==> config.mk <==
export PLATFORM = sky130hd
export DESIGN_NAME = pbus_slave
export DESIGN_NICKNAME = d
export VERILOG_FILES = /design/src/rtl/pbus_pkg.sv /design/src/rtl/pbus_sync.sv /design/src/rtl/pbus_regfile.sv /design/src/rtl/pbus_ctrl.sv /design/src/rtl/pbus_slave.sv
export SDC_FILE = /design/constraint.sdc
export NUM_CORES = 1
export LEC_CHECK = 0
export BUFFER_PORTS_ARGS = -buffer_cell sky130_fd_sc_hd__buf_2
export CORE_MARGIN = 5
export CORE_UTILIZATION = 62
export DETAILED_ROUTE_END_ITERATION = 8
export PLACE_DENSITY = 0.8
export SKIP_CTS_REPAIR_TIMING = 1
export SLEW_MARGIN = 20
export SYNTH_ARGS = -nofsm -noshare
export SYNTH_HDL_FRONTEND = slang
export SYNTH_SLANG_ARGS = --single-unit
==> constraint.sdc <==
create_clock -name clk -period 2.2 [get_ports clk]
set_clock_uncertainty 0.15 [all_clocks]
set_input_delay 0.66 -clock clk [delete_from_list [all_inputs] [get_ports clk]]
set_output_delay 0.66 -clock clk [all_outputs]
set_load 0.01 [all_outputs]
==> src/rtl/pbus_pkg.sv <==
package pbus_pkg;
  typedef enum logic [1:0] {
    ST_IDLE = 2'd0,
    ST_ACK  = 2'd1,
    ST_BAD  = 2'd2
  } pbus_state_e;
endpackage

==> src/rtl/pbus_sync.sv <==
module pbus_sync #(
  parameter int              WIDTH   = 3,
  parameter int              STAGES  = 2,
  parameter logic [WIDTH-1:0] RST_VAL = '1
) (
  input  logic             clk,
  input  logic             rst_n,
  input  logic [WIDTH-1:0] d,
  output logic [WIDTH-1:0] q
);
  logic [WIDTH-1:0] chain [STAGES];

  for (genvar g = 0; g < STAGES; g++) begin : g_stage
    logic [WIDTH-1:0] src;
    if (g == 0) begin : g_first
      assign src = d;
    end else begin : g_next
      assign src = chain[g-1];
    end
    always_ff @(posedge clk or negedge rst_n) begin
      if (!rst_n) chain[g] <= RST_VAL;
      else        chain[g] <= src;
    end
  end

  assign q = chain[STAGES-1];
endmodule

==> src/rtl/pbus_regfile.sv <==
module pbus_regfile #(
  parameter int DW    = 8,
  parameter int DEPTH = 16,
  localparam int AW   = $clog2(DEPTH)
) (
  input  logic          clk,
  input  logic          rst_n,
  input  logic          we,
  input  logic [AW-1:0] addr,
  input  logic [DW-1:0] wdata,
  output logic [DW-1:0] rdata
);
  logic [DEPTH-1:0][DW-1:0] mem;

  for (genvar i = 0; i < DEPTH; i++) begin : g_entry
    logic sel;
    assign sel = we && (addr == AW'(i));
    always_ff @(posedge clk or negedge rst_n) begin
      if (!rst_n)   mem[i] <= '0;
      else if (sel) mem[i] <= wdata;
    end
  end

  assign rdata = mem[addr];

  AST_RF_ONLY_ON_WE: assert property (@(posedge clk) disable iff (!rst_n)
    !we |=> $stable(mem));
endmodule

==> src/rtl/pbus_ctrl.sv <==
module pbus_ctrl
  import pbus_pkg::*;
#(
  parameter int DW  = 8,
  parameter int RAW = 4
) (
  input  logic           clk,
  input  logic           rst_n,
  input  logic           astb_s,
  input  logic           dstb_s,
  input  logic           rd_s,
  input  logic [DW-1:0]  din,
  input  logic [DW-1:0]  rf_rdata,
  output logic [DW-1:0]  addr_q,
  output logic           rf_we,
  output logic           wait_q,
  output logic           oe_q,
  output logic [DW-1:0]  dout_q
);
  pbus_state_e   state_q, state_d;
  logic [DW-1:0] addr_d, dout_d;
  logic          wait_d, oe_d;

  always_comb begin
    state_d = state_q;
    addr_d  = addr_q;
    dout_d  = dout_q;
    wait_d  = wait_q;
    oe_d    = oe_q;
    rf_we   = 1'b0;
    case (state_q)
      ST_IDLE: begin
        if (astb_s && dstb_s) begin
          state_d = ST_BAD;
        end else if (astb_s || dstb_s) begin
          state_d = ST_ACK;
          wait_d  = 1'b1;
          if (rd_s) begin
            oe_d   = 1'b1;
            dout_d = astb_s ? addr_q : rf_rdata;
          end else if (astb_s) begin
            addr_d = din;
          end else begin
            rf_we  = 1'b1;
          end
        end
      end
      ST_ACK: begin
        if (!astb_s && !dstb_s) begin
          state_d = ST_IDLE;
          wait_d  = 1'b0;
          oe_d    = 1'b0;
        end
      end
      ST_BAD: begin
        if (!astb_s && !dstb_s) state_d = ST_IDLE;
      end
      default: state_d = ST_IDLE;
    endcase
  end

  always_ff @(posedge clk or negedge rst_n) begin
    if (!rst_n) begin
      state_q <= ST_IDLE;
      addr_q  <= '0;
      dout_q  <= '0;
      wait_q  <= 1'b0;
      oe_q    <= 1'b0;
    end else begin
      state_q <= state_d;
      addr_q  <= addr_d;
      dout_q  <= dout_d;
      wait_q  <= wait_d;
      oe_q    <= oe_d;
    end
  end

  AST_WAIT_ONE_STB: assert property (@(posedge clk) disable iff (!rst_n)
    $rose(wait_q) |-> $past(astb_s ^ dstb_s));
  AST_WAIT_HOLD: assert property (@(posedge clk) disable iff (!rst_n)
    (wait_q && (astb_s || dstb_s)) |=> wait_q);
  AST_WAIT_DROP: assert property (@(posedge clk) disable iff (!rst_n)
    (wait_q && !astb_s && !dstb_s) |=> (!wait_q && !oe_q));
  AST_BOTH_NO_WAIT: assert property (@(posedge clk) disable iff (!rst_n)
    (state_q == ST_IDLE && astb_s && dstb_s) |=> !wait_q);
  AST_OE_READ_ONLY: assert property (@(posedge clk) disable iff (!rst_n)
    $rose(oe_q) |-> $past(rd_s));
  AST_OE_WITH_WAIT: assert property (@(posedge clk) disable iff (!rst_n)
    oe_q |-> wait_q);
endmodule

==> src/rtl/pbus_slave.sv <==
module pbus_slave #(
  parameter int DW        = 8,
  parameter int DEPTH     = 16,
  parameter int SYNC_STGS = 2,
  localparam int RAW      = $clog2(DEPTH)
) (
  input  logic          clk,
  input  logic          rst_n,
  input  logic          addr_stb_n,
  input  logic          data_stb_n,
  input  logic          wr_n,
  input  logic [DW-1:0] bus_din,
  output logic          wait_o,
  output logic          bus_oe,
  output logic [DW-1:0] bus_dout
);
  logic [2:0]    ctl_s;
  logic [DW-1:0] addr_q, rf_rdata;
  logic          rf_we;

  pbus_sync #(.WIDTH(3), .STAGES(SYNC_STGS), .RST_VAL(3'b111)) u_sync (
    .clk   (clk),
    .rst_n (rst_n),
    .d     ({wr_n, data_stb_n, addr_stb_n}),
    .q     (ctl_s)
  );

  pbus_ctrl #(.DW(DW), .RAW(RAW)) u_ctrl (
    .clk      (clk),
    .rst_n    (rst_n),
    .astb_s   (!ctl_s[0]),
    .dstb_s   (!ctl_s[1]),
    .rd_s     (ctl_s[2]),
    .din      (bus_din),
    .rf_rdata (rf_rdata),
    .addr_q   (addr_q),
    .rf_we    (rf_we),
    .wait_q   (wait_o),
    .oe_q     (bus_oe),
    .dout_q   (bus_dout)
  );

  pbus_regfile #(.DW(DW), .DEPTH(DEPTH)) u_rf (
    .clk   (clk),
    .rst_n (rst_n),
    .we    (rf_we),
    .addr  (addr_q[RAW-1:0]),
    .wdata (bus_din),
    .rdata (rf_rdata)
  );
endmodule

* Yosys cells after proc, flatten, opt, wreduce, memory -nomap -nowiden
Index checks and enable logic that the tools add are counted.
** Cells by class
- Magnitude comparators :: 1
- Eq/ne operators :: 23
- Muxes and demuxes :: 20
- Bitwise gates (word level) :: 3
- Reductions and logical operators :: 30
** Operators with widths (number)
- 8-bit binary-select mux with 4-bit select :: 1
- 4-bit equality test (second input constant) :: 8
- 1-bit logical AND :: 18
- 4-bit by 3-bit equality test with 1-bit output (second input constant) :: 4
- 8-bit 2-to-1 mux :: 2
- 1-bit 2-to-1 mux :: 11
- 5-bit AND reduction :: 2
- 4-bit by 2-bit equality test with 1-bit output (second input constant) :: 2
- 4-bit AND reduction :: 2
- 2-bit 2-to-1 mux :: 3
- 2-bit by 1-bit != test with 1-bit output (second input constant) :: 3
- 4-bit by 5-bit less-than comparator with 1-bit output (second input constant) :: 1
- 4-bit by 1-bit equality test with 1-bit output (second input constant) :: 1
- 4-bit zero test :: 1
- 2-bit != test (second input constant) :: 2
- 1-bit case mux with 2 select lines :: 2
- 2-bit case mux with 2 select lines :: 1
- 3-bit by 1-bit != test with 1-bit output (second input constant) :: 1
- 1-bit NOT :: 3
- 2-bit by 1-bit equality test with 1-bit output (second input constant) :: 1
- 2-bit equality test (second input constant) :: 1
- 1-bit zero test :: 2
- 2-bit zero test :: 1
- 2-bit AND reduction :: 1
- 3 further kinds :: 3
** Word-level totals
- Register bits after elaboration :: 154
- Bits of input ports :: 13

* Longest topological paths before layout
- Word-level depth :: 6
- Mapped depth :: 8
- Depth with buffers taken out :: 6

* Cells and area by module
Synthesis repeated with hierarchy kept, for this count alone.
** Second synthesis, totals
- Cell total of the unflattened synthesis :: 445
- Area, all modules :: 7079.3 um^2
** By module, submodules not included
- pbus_regfile :: instances 1, cells each 364, area each 5929.4 um^2, sequential area each 3203.1 um^2
- pbus_ctrl :: instances 1, cells each 73, area each 984.7 um^2, sequential area each 500.5 um^2
- pbus_sync :: instances 1, cells each 6, area each 157.7 um^2, sequential area each 157.7 um^2
- pbus_slave :: instances 1, cells each 2, area each 7.5 um^2, sequential area each 0.0 um^2

* Least setup slack after synthesis
OpenSTA, ideal clock, no wires.
- Kind :: register -> register
- From :: reg u_ctrl.state_q[0]
- To :: reg u_rf.mem[120] in the netlist's numbering
- Setup time :: 0.125 ns
- Arrival time :: 1.754 ns
- Required time :: 1.925 ns
- Slack :: 0.171 ns
- Stages on the path, launching flop included :: 7
- Buffers on the path :: 0
- Cell sequence :: dfrtp_1 inv_1 ha_1 nand4bb_1 or2_1 nor2_2 mux2_2
** On the way
- Word-level cells in the longest chain between the ends :: 3
** Ends and longest elaborated chain
- start, declared :: line pbus_ctrl.sv:20 : pbus_state_e state_q, state_d;
- start signal, assigned :: line pbus_ctrl.sv:70 : state_q <= state_d;
- 2-bit zero test :: line pbus_ctrl.sv:31 : case (state_q)
- 1-bit 2-to-1 mux :: line pbus_ctrl.sv:31
- 1-bit logical AND :: line pbus_regfile.sv:17 : assign sel = we && (addr == AW'(i));
- end signal, assigned by index :: line pbus_regfile.sv:20 : else if (sel) mem[i] <= wdata;
- end, declared :: line pbus_regfile.sv:13 : logic [DEPTH-1:0][DW-1:0] mem;
Every way passes these cells.
A chain may end at the register's enable or synchronous reset.

* Final worst setup path
- From :: reg u_ctrl.state_q[0]
- To :: reg u_rf.mem[76] in the netlist's numbering
The elaborated chain is that of the path after synthesis.

==> flow_summary.ini <==
[pwr]
leakage_nw = 3.70
max-vdd-ir-drop_mv = 0.926
pwr-share-comb_pct = 34.0
fin_total_pwr_w = 0.0120
share_of_power_burned_in_the_clock_network_pct = 26.6
switching_share_pct = 30.6
power_report.internal_total_w = 0.00833
p_per_area_mw_per_mm2 = 1440
net-switching-power_w = 0.00367
seq_power_share_pct = 39.4

[sta]
setup_violations = 0
rsz0062_at_grt = true
finalCritPeriodShare_pct = 96.8
post-route-min-period_ns = 2.13
max-slew-margin-rel_pct = 65.9
slew_violations = 0
tightestPinTransition_ns = 0.512
final_hold_viol_count = 0
fmax_ghz = 0.470

[detailed_routing]
routed_via_density = 6.30
vias = 4471
drt_pre_antenna_iters = 5
drt_drc_violations_left = 0
top_layer_used = met4
totalWireLength_um = 16400
dr_wl_met2_um = 7790
detailedRoute.firstIterationViolations = 330
final_antenna_net_count = 0
met1Wirelength_um = 7230
wl_met3_um = 809
routed_wire_length_per_instance_um = 23.0

[clock_network]
clkLatencyLatePin_ns = 0.42
clkTransAtPathRegs_ns = 0.06
numCtsBuffers = 17
clk_path_buf_depth = 2
cts.htree.levels = 4
tritoncts = yes
clock-sinks = 154
clock_tree.root_cell = sky130_fd_sc_hd__clkbuf_16

[worst_setup_path]
timing.critical_path.from_type = register
worstSetupPathType = register to register
path_max_fanout = 8
r2r_start = u_ctrl.state_q[0]
rr_endpoint = u_rf.mem[76]
rr_worst_depth = 7
setup.worst_path.end = u_rf.mem[76]
setup.reg_to_reg.worst_slack_ns = 0.07
startpoint = u_ctrl.state_q[0]
worstSetupEndpointType = register
worst-endpoint-arrival_ns = 2.28
timing.critical_path.required_ns = 2.35

[synth]
synth_area_mm2 = 0.00703
ys_types = 34
synth-async-reset-ratio_pct = 100
synth.yosys.seq_area_share_pct = 54.9
synth_area_per_cell_um2 = 13.9
edff_count_synth = 0
synth_top_flop_cell = sky130_fd_sc_hd__dfrtp_1
count_of_synthesis_stage_warnings_from_yosys = 0
syn-num-nets = 523
synthesis_stage_register_bit_count = 154
post_synth_inst_count = 507

[floorplanning]
num_rows = 38
die_h_um = 116
die_width_um = 116
ioPinCount = 23
floorplan.die_area_mm2 = 0.0136
placeableCoreArea_mm2 = 0.0110
floorplan.initialDensity_pct = 64.0

[global_routing]
wire_length_of_the_first_global_routing_pass_um = 26500
grt_max_degree = 52
antenna_found_initial = 0
globalRoute.totalOverflow = 0
globalRouteTotalUtil_pct = 26.6
vias_in_the_first_global_route = 4905

[cells_and_area]
num-nets-final = 575
ratio_of_cells_with_drive_above_1_in_the_final_layout_pct = 47.0
layout.cells.most_common_list = sky130_fd_sc_hd__dfrtp_1 (146), sky130_fd_sc_hd__mux2_2 (145), sky130_fd_sc_hd__mux2i_1 (40)
fill_cells = 649
mostFrequentLayoutCell = sky130_fd_sc_hd__dfrtp_1
area_growth_syn_to_layout_pct = 18.4
utilization_pct = 75.8
diodes = 0

[job]
timing.max_cap.violations = 0

[placement]
place.detailed.hpwl_um = 10300
rd_place_congestion = 0.825
placement.io_buffers = 22

[min_path]
hp-class = input port to asynchronous set/reset pin

[outcome]
outcome = finished, final reports clean
power groups by stage:
stage | Clock, W | Sequential, W | Combinational [W]
after global routing | 0.00335 | 0.00486 | 0.00440
after CTS | 0.00323 | 0.00470 | 0.00403
final | 0.00319 | 0.00473 | 0.00408
after detailed placement | 0 | 0.00473 | 0.00396
after floorplan | 0 | 0.00448 | 0.00291
after global placement | 0 | 0.00464 | 0.00378
cell families (layout without fill, tap and decap cells):
| logic type | after synthesis | count (layout) | share of synthesized area [%] |
|---|---|---|---|
| AOI/OAI and AO/OA | 62 | 62 | 5.84 |
| xor gates and xnor gates | 1 | 1 | 0.231 |
| adders and majority gates | 3 | 3 | 0.534 |
| buffers and inverters | 35 | 98 | 2.33 |
| DFF | 154 | 154 | 54.9 |
| muxes | 193 | 193 | 31.5 |
| and+or+nand+nor | 59 | 59 | 4.68 |
layer usage:
layer	GRT usage [%]	vias to the layer above
met2	41.1	134
met4	13.1	0
met5	0	-
met1	35.3	2329
met3	6.68	40
li1	-	1968
worst max-delay path, cell delays in order, from the launching register on:
cell and delay (ns):
sky130_fd_sc_hd__dfrtp_1 0.39, sky130_fd_sc_hd__inv_1 0.10, sky130_fd_sc_hd__ha_2 0.21, sky130_fd_sc_hd__nand4bb_4 0.19, sky130_fd_sc_hd__nor2b_1 0.20, sky130_fd_sc_hd__buf_4 0.14
sky130_fd_sc_hd__nand2_1 0.25, sky130_fd_sc_hd__mux2_2 0.37
layout make-up:
type                            count  area (um2)  area share (%)
Sequential cell                   154        3860            46.4
Multi-Input combinational cell    318        3040            36.6
Timing Repair Buffer               65         581            6.97
Clock buffer                       22         484            5.82
Tap cell                          140         175            2.10
Clock inverter                      8         165            1.98
Inverter                            3        11.3           0.135
per-stage QoR:
step | hold slack, ns | TNS [ns] | worst slack (ns) | area [um2] | cells
after CTS | 0.0496 | -2.72 | -0.126 | 8270 | 709
after global placement | 0.195 | 0 | 0.0210 | 7620 | 679
after floorplan | 0.195 | 0 | 0.171 | 7030 | 507
final | 0.0398 | 0 | 0.0702 | 8320 | 710
after global routing | 0.0610 | -0.00211 | -0.00140 | 8320 | 710
after detailed placement | 0.197 | -0.834 | -0.0651 | 7620 | 679
worst min-delay path by stage:
stage	to	slack, ns
2_1_floorplan	u_sync.q[0]	0.20
3_5_place_dp	u_sync.q[0]	0.20
5_1_grt	u_ctrl.oe_q	0.06
4_1_cts	u_ctrl.oe_q	0.05
6_report	u_ctrl.oe_q	0.04
3_3_place_gp	u_sync.q[1]	0.20
registers in the layout (all words and copies together) (netlist names):
register,cells
u_ctrl.wait_q,1
u_rf.mem,128
u_ctrl.addr_q,8
u_ctrl.dout_q,8
u_ctrl.state_q,2
u_sync.q,3
u_sync.g_stage.src,3
u_ctrl.oe_q,1
synthesized netlist by cell type, drive strengths merged (8+ instances only):
library cell  count  area, um2
dfrtp           148       3700
mux2            145       1630
mux2i            40        400
buf              18        100
o22ai            17        106
clkbuf           14       52.6
nor2             14       55.1
nand2            13       48.8
a21oi            11       55.1
a211o             8       70.1
mux4              8        180
nor4              8       50.1
o21ai             8       40.0
o21bai            8       60.1
o31ai             8       60.1
Note: power is estimated with default switching activity, not from simulation.
